File: config.mk
export PLATFORM = sky130hd
export DESIGN_NAME = i2c_addr_recognizer
export DESIGN_NICKNAME = d
export VERILOG_FILES = /design/src/rtl/i2c_addr_pkg.sv /design/src/rtl/i2c_line_sync.sv /design/src/rtl/i2c_bus_events.sv /design/src/rtl/i2c_addr_fsm.sv /design/src/rtl/i2c_addr_recognizer.sv
export SDC_FILE = /design/constraint.sdc
export NUM_CORES = 1
export LEC_CHECK = 0
export BUFFER_PORTS_ARGS = -buffer_cell sky130_fd_sc_hd__buf_2
export CAP_MARGIN = 20
export CORE_MARGIN = 2
export CORE_UTILIZATION = 40
export DETAILED_ROUTE_END_ITERATION = 8
export PLACE_DENSITY = 0.64
export SYNTH_ARGS = -nofsm -noshare
export SYNTH_HDL_FRONTEND = slang
export SYNTH_SLANG_ARGS = --single-unit
File: constraint.sdc
create_clock -name clk -period 4.4 [get_ports clk]
set_input_delay 1.1 -clock clk [delete_from_list [all_inputs] [get_ports clk]]
set_output_delay 1.1 -clock clk [all_outputs]
set_load 0.02 [all_outputs]
File: src/rtl/i2c_addr_pkg.sv
// Shared types and constants for the slave address recognizer.
package i2c_addr_pkg;
    localparam int ADDR_W = 7;

    typedef enum logic [1:0] {
        ST_IDLE = 2'd0,   // waiting for START
        ST_ADDR = 2'd1,   // shifting address byte
        ST_ACK  = 2'd2,   // holding SDA low for the ninth clock
        ST_SKIP = 2'd3    // rest of transfer ignored
    } rcv_state_t;
endpackage

File: src/rtl/i2c_line_sync.sv
// Synchronizes one asynchronous bus line into the system clock domain and
// flags its edges. Assumes the line idles high (bus released), so every
// stage resets to 1.
module i2c_line_sync #(
    parameter int STAGES = 2
) (
    input  logic clk,
    input  logic rst_n,
    input  logic line_in,
    output logic level,
    output logic rose,
    output logic fell
);
    logic [STAGES-1:0] chain;
    logic              prev;

    genvar g;
    generate
        for (g = 0; g < STAGES; g++) begin : g_stage
            if (g == 0) begin : g_first
                // first flop samples the raw pin
                always_ff @(posedge clk) begin
                    if (!rst_n) chain[0] <= 1'b1;
                    else        chain[0] <= line_in;
                end
            end else begin : g_next
                // later flops settle metastability
                always_ff @(posedge clk) begin
                    if (!rst_n) chain[g] <= 1'b1;
                    else        chain[g] <= chain[g-1];
                end
            end
        end
    endgenerate

    // previous synchronized value for edge detection
    always_ff @(posedge clk) begin
        if (!rst_n) prev <= 1'b1;
        else        prev <= chain[STAGES-1];
    end

    assign level = chain[STAGES-1];
    assign rose  = level & ~prev;
    assign fell  = ~level & prev;
endmodule

File: src/rtl/i2c_bus_events.sv
// Turns synchronized SCL/SDA levels and edges into bus events: SCL edges,
// START and STOP. Assumes both lines pass through equal synchronizer depth,
// so their relative order is kept. An SDA edge only counts as a condition
// when SCL is high and was not rising in the same cycle.
module i2c_bus_events (
    input  logic scl_level,
    input  logic scl_rose,
    input  logic scl_fell,
    input  logic sda_rose,
    input  logic sda_fell,
    output logic clk_rise,
    output logic clk_fall,
    output logic start_cond,
    output logic stop_cond
);
    logic scl_steady_high;

    // classify SDA edges against a steady-high SCL
    always_comb begin
        scl_steady_high = scl_level & ~scl_rose;
        start_cond      = scl_steady_high & sda_fell;
        stop_cond       = scl_steady_high & sda_rose;
        clk_rise        = scl_rose;
        clk_fall        = scl_fell;
    end
endmodule

File: src/rtl/i2c_addr_fsm.sv
// Address-phase state machine. It shifts in the address byte, compares the
// address with own_addr, drives the acknowledge and issues the match strobe.
// Assumes the bus events are single-cycle pulses in the system clock domain.
// Priority: master_active, then STOP, then START, then normal sequencing.
module i2c_addr_fsm
    import i2c_addr_pkg::*;
#(
    parameter int AW = ADDR_W
) (
    input  logic          clk,
    input  logic          rst_n,
    input  logic          master_active,
    input  logic [AW-1:0] own_addr,
    input  logic          sda_level,
    input  logic          clk_rise,
    input  logic          clk_fall,
    input  logic          start_cond,
    input  logic          stop_cond,
    output logic          drive_low,
    output logic          match_stb,
    output logic          match_rw,
    output logic          match_gcall
);
    localparam int FRAME_BITS = AW + 1;
    localparam int CNT_W      = $clog2(FRAME_BITS + 1);
    localparam logic [CNT_W-1:0] LAST_BIT = CNT_W'(FRAME_BITS);

    rcv_state_t        state;
    logic [CNT_W-1:0]  bit_cnt;
    logic [AW:0]       shreg;
    logic              addr_hit;
    logic              byte_done;

    // compare the received calling address with the programmed one
    always_comb begin
        addr_hit  = (shreg[AW:1] == own_addr);
        byte_done = (bit_cnt == LAST_BIT);
    end

    // sequencing of the address phase and the acknowledge
    always_ff @(posedge clk) begin
        if (!rst_n) begin
            state       <= ST_IDLE;
            bit_cnt     <= '0;
            shreg       <= '0;
            drive_low   <= 1'b0;
            match_stb   <= 1'b0;
            match_rw    <= 1'b0;
            match_gcall <= 1'b0;
        end else begin
            match_stb <= 1'b0;
            if (master_active || stop_cond) begin
                state     <= ST_IDLE;
                drive_low <= 1'b0;
            end else if (start_cond) begin
                state     <= ST_ADDR;
                bit_cnt   <= '0;
                drive_low <= 1'b0;
            end else begin
                unique case (state)
                    ST_ADDR: begin
                        if (clk_rise && !byte_done) begin
                            shreg   <= {shreg[AW-1:0], sda_level};
                            bit_cnt <= bit_cnt + 1'b1;
                        end else if (clk_fall && byte_done) begin
                            if (addr_hit) begin
                                state       <= ST_ACK;
                                drive_low   <= 1'b1;
                                match_stb   <= 1'b1;
                                match_rw    <= shreg[0];
                                match_gcall <= (shreg[AW:1] == '0);
                            end else begin
                                state <= ST_SKIP;
                            end
                        end
                    end
                    ST_ACK: begin
                        if (clk_fall) begin
                            drive_low <= 1'b0;
                            state     <= ST_SKIP;
                        end
                    end
                    default: ;
                endcase
            end
        end
    end
endmodule

File: src/rtl/i2c_addr_recognizer.sv
// Top of the slave address recognizer: two line synchronizers, the bus
// event decoder and the address state machine. Assumes SCL is slow enough
// that each SCL phase lasts several system clocks.
module i2c_addr_recognizer
    import i2c_addr_pkg::*;
#(
    parameter int SYNC_STAGES = 2
) (
    input  logic              clk,
    input  logic              rst_n,
    input  logic              master_active,
    input  logic [ADDR_W-1:0] own_addr,
    input  logic              scl_in,
    input  logic              sda_in,
    output logic              sda_drive_low,
    output logic              addr_match,
    output logic              match_rw,
    output logic              match_gcall
);
    logic scl_sync, scl_rose, scl_fell;
    logic sda_sync, sda_rose, sda_fell;
    logic clk_rise, clk_fall, start_cond, stop_cond;

    i2c_line_sync #(.STAGES(SYNC_STAGES)) u_scl_sync (
        .clk(clk), .rst_n(rst_n), .line_in(scl_in),
        .level(scl_sync), .rose(scl_rose), .fell(scl_fell)
    );

    i2c_line_sync #(.STAGES(SYNC_STAGES)) u_sda_sync (
        .clk(clk), .rst_n(rst_n), .line_in(sda_in),
        .level(sda_sync), .rose(sda_rose), .fell(sda_fell)
    );

    i2c_bus_events u_events (
        .scl_level(scl_sync), .scl_rose(scl_rose), .scl_fell(scl_fell),
        .sda_rose(sda_rose), .sda_fell(sda_fell),
        .clk_rise(clk_rise), .clk_fall(clk_fall),
        .start_cond(start_cond), .stop_cond(stop_cond)
    );

    i2c_addr_fsm #(.AW(ADDR_W)) u_fsm (
        .clk(clk), .rst_n(rst_n), .master_active(master_active),
        .own_addr(own_addr), .sda_level(sda_sync),
        .clk_rise(clk_rise), .clk_fall(clk_fall),
        .start_cond(start_cond), .stop_cond(stop_cond),
        .drive_low(sda_drive_low), .match_stb(addr_match),
        .match_rw(match_rw), .match_gcall(match_gcall)
    );
endmodule

==> impl_summary.log <==
[metrics] combined area of all synthesized cells: 0.00111 mm^2
[metrics] all-layer global routing usage: between 10% and 20%
[metrics] leading registers by flop count: u_fsm.shreg x8, u_fsm.bit_cnt x4, u_fsm.state x2
[metrics] via count of the first global-routing pass: 787
[metrics] portion of the clock cycle consumed by the worst path in the final layout: between 40% and 50%
[metrics] net count after synthesis: 132
[metrics] fmax: 0.463 GHz
[metrics] most frequent cell after synthesis: dfxtp_1
[metrics] HPWL after detailed placement: 1.45 mm
[metrics] RR Startpoint: u_fsm.bit_cnt[0]
[metrics] pin count of the biggest net entering global routing: 21
[metrics] max reg flops: 8
[metrics] overall die width: 56.6 um
[metrics] warnings from Yosys: 0
[metrics] WS Path Type: in2reg
[metrics] Critical Path Source: own_addr[2]
[metrics] Design Area, Final: 0.00126 mm^2
[metrics] initial antenna violation count: 0
[metrics] clock tree from TritonCTS: built
[metrics] number of buffers on the longest clock path: 2
[metrics] number of gates resized after CTS: 0
[metrics] ranking of synthesized cells by area: dfxtp_1 43%, mux2i_1 6.3%, nor2b_1 5.6%
[metrics] hold buffers post-CTS: 0
[metrics] count of endpoints failing setup in the final report: 0
[metrics] cell type with the largest total area after synthesis: dfxtp_1
[metrics] Final TNS setup: 0 ns
[metrics] wire per inst: 11.9 um
[metrics] number of register bits inferred by synthesis: 24
[metrics] Layout fillers: 276
[metrics] global placement routability congestion: 0.805
[metrics] number of cells produced by synthesis: 116
[metrics] buffers inserted during post-CTS setup optimization: 0
[metrics] worst path required time: 4.66 ns
[metrics] count of distinct cell types in the synthesized netlist: 36
[metrics] Design Power: about 0.4 mW
[metrics] number of standard-cell rows in the floorplan: 19
[metrics] share of cells above drive strength 1: 16.7%
[metrics] final number of max-transition violations: 0
[metrics] via density per instance: 5.08
[metrics] highest fanout seen on the critical path: 7
[metrics] number of enable flip-flop cells after synthesis: 0
[metrics] type of the tightest min-delay check: reg2reg
[metrics] CP Data Arrival Time: 2.42 ns
[metrics] first-iteration detailed-routing DRC count: 15
[metrics] register containing the most flip-flops in the final layout: u_fsm.shreg
[metrics] Detailed Route WL: 1.94 mm
[metrics] Clk Latency, worst-skew pair: 0.32 ns
[metrics] Yosys top cell area share: 43.3%
[metrics] transition at the pin with the smallest max-transition slack: 0.548 ns
[metrics] number of port buffers: 15
[metrics] fraction of registers with async set/reset: 0%
[metrics] placed inst area: roughly 0.0012 mm^2
[metrics] Clock transition at path regs: roughly 0.15 ns
[metrics] IR Drop Worst-Case VDD: 0.000157 V
[metrics] post-layout min period: around 2.2 ns
[metrics] ant diodes: 0
[metrics] type of destination of the critical path: flip-flop
[metrics] first-pass GRT wire length: 3.39 mm
[metrics] part of the Yosys area used for sequential elements: a little over two fifths
[metrics] vias after detailed routing: between 800 and 900
[metrics] Core Footprint: 0.00269 mm^2
[metrics] number of clock sinks: 24
[metrics] Die H: 56.6 um
[metrics] flop-to-flop setup slack: between 2 and 3 ns
[metrics] startpoint types: input port
[metrics] Clk Tree Root Cell: clkbuf_4
[metrics] signed area change from the synthesized netlist to the final layout: 13.9%
[metrics] DRC errors left: 0
[metrics] most frequent cells after synthesis: 24 x dfxtp_1, 10 x nor2b_1, 7 x mux2i_1, 7 x nand2b_1, 7 x xor2_1
[metrics] post-route clock skew: 0.0228 ns
[metrics] Power Dens Cells: about 320 mW/mm^2
[metrics] number of detailed-routing iterations run before antenna repair: 4
[metrics] H-tree depth reported by CTS: 1
[metrics] number of ports placed on the die boundary: 16
[metrics] Slew Limit Headroom: 63.3%
[metrics] die footprint: 0.00321 mm^2
[metrics] Detail Route Antenna Nets: 0
[metrics] Hold Fails Final Rpt: 0
[metrics] Inserted Clock Buffers: 3
[metrics] Leak: 0.541 nW
[metrics] starting density of the core: between 40% and 50%
[metrics] overflow left after global routing: 0
[metrics] primary flip-flop cell chosen by synthesis mapping: dfxtp_1
[metrics] number of nets in the final layout: 149
[metrics] run status: finished, final reports clean
[metrics] maximum capacitance violations: 0
[metrics] setup repair after global routing missed its margin: false
[metrics] HP Start: u_sda_sync.chain[0]
[metrics] post-synthesis area per instance: 9.56 um^2
==> critical path, cell delays in order <==
cell      delay (ns)
buf_2           0.10
xor2_1          0.13
nor4_1          0.28
nand4_1         0.27
or3_1           0.38
a21boi_1        0.16
==> layout by cell type, fill, tap and decap left out, drive strengths merged, types with 2 or more instances in the layout <==
cell	Yosys	layout
nor3	2	2
nand2	5	5
a21oi	4	4
buf	1	15
mux2i	7	7
ha	4	4
nor2	6	6
nand3b	2	2
nand2b	7	7
nor4	2	2
inv	6	6
dfxtp	24	24
xnor2	3	3
nand4b	2	2
nand3	4	4
or2	2	2
xor2	7	7
o21ai	3	3
nor2b	10	10
clkbuf	2	3
==> final cells by class <==
class / instances / area, um^2 / share of cell area, %
Inverter: 6 / 22.5 / 1.78
Timing Repair Buffer: 15 / 75.1 / 5.95
Multi-Input combinational cell: 83 / 593 / 47.0
Sequential cell: 24 / 480 / 38.1
Clock buffer: 3 / 22.5 / 1.78
Tap cell: 31 / 38.8 / 3.07
Clock inverter: 1 / 30.0 / 2.38
==> cell families after synthesis <==
logic type,share of synthesized area [%]
compound gates,8.35
xor+xnor,7.90
fa+ha+maj,4.51
buf+inv,3.16
flops,43.3
mux,6.32
simple gates,26.4
==> per-stage QoR <==
stage | hold slack [ns] | cells | utilization (%) | worst slack (ns)
6_report | 0.425 | 163 | 47.0 | 2.24
5_1_grt | 0.437 | 163 | 47.0 | 2.13
4_1_cts | 0.433 | 163 | 47.0 | 2.24
3_5_place_dp | 0.403 | 159 | 45.0 | 1.89
3_3_place_gp | 0.389 | 159 | 45.0 | 1.98
2_1_floorplan | 0.386 | 116 | - | 2.17
==> where the power goes <==
group,internal [mW],switching [mW]
clock,0.0921,0.0676
sequential,0.220,0.00174
combinational,0.0100,0.00894
total,0.322,0.0783
==> path summary, 6_finish.rpt <==
| kind | end | depth (start not counted) |
|---|---|---|
| max | u_fsm.match_rw | 6 |
| min | u_sda_sync.level | 1 |
| max reg2reg | u_fsm.match_rw | 7 |
| min reg2reg | u_sda_sync.level | 1 |
==> routing by layer <==
| metal | part of all wire [%] | track usage [%] | wire (um) | vias to the layer above |
|---|---|---|---|---|
| met4 | 0.98 | 5.10 | 19 | 0 |
| met2 | 48 | 22.8 | 940 | 5 |
| met3 | 2.7 | 3.69 | 53 | 2 |
| met5 | 0 | 0 | 0 | - |
| met1 | 48 | 16.2 | 928 | 394 |
| li1 | - | - | - | 427 |
(Power assumes the default switching activity.)
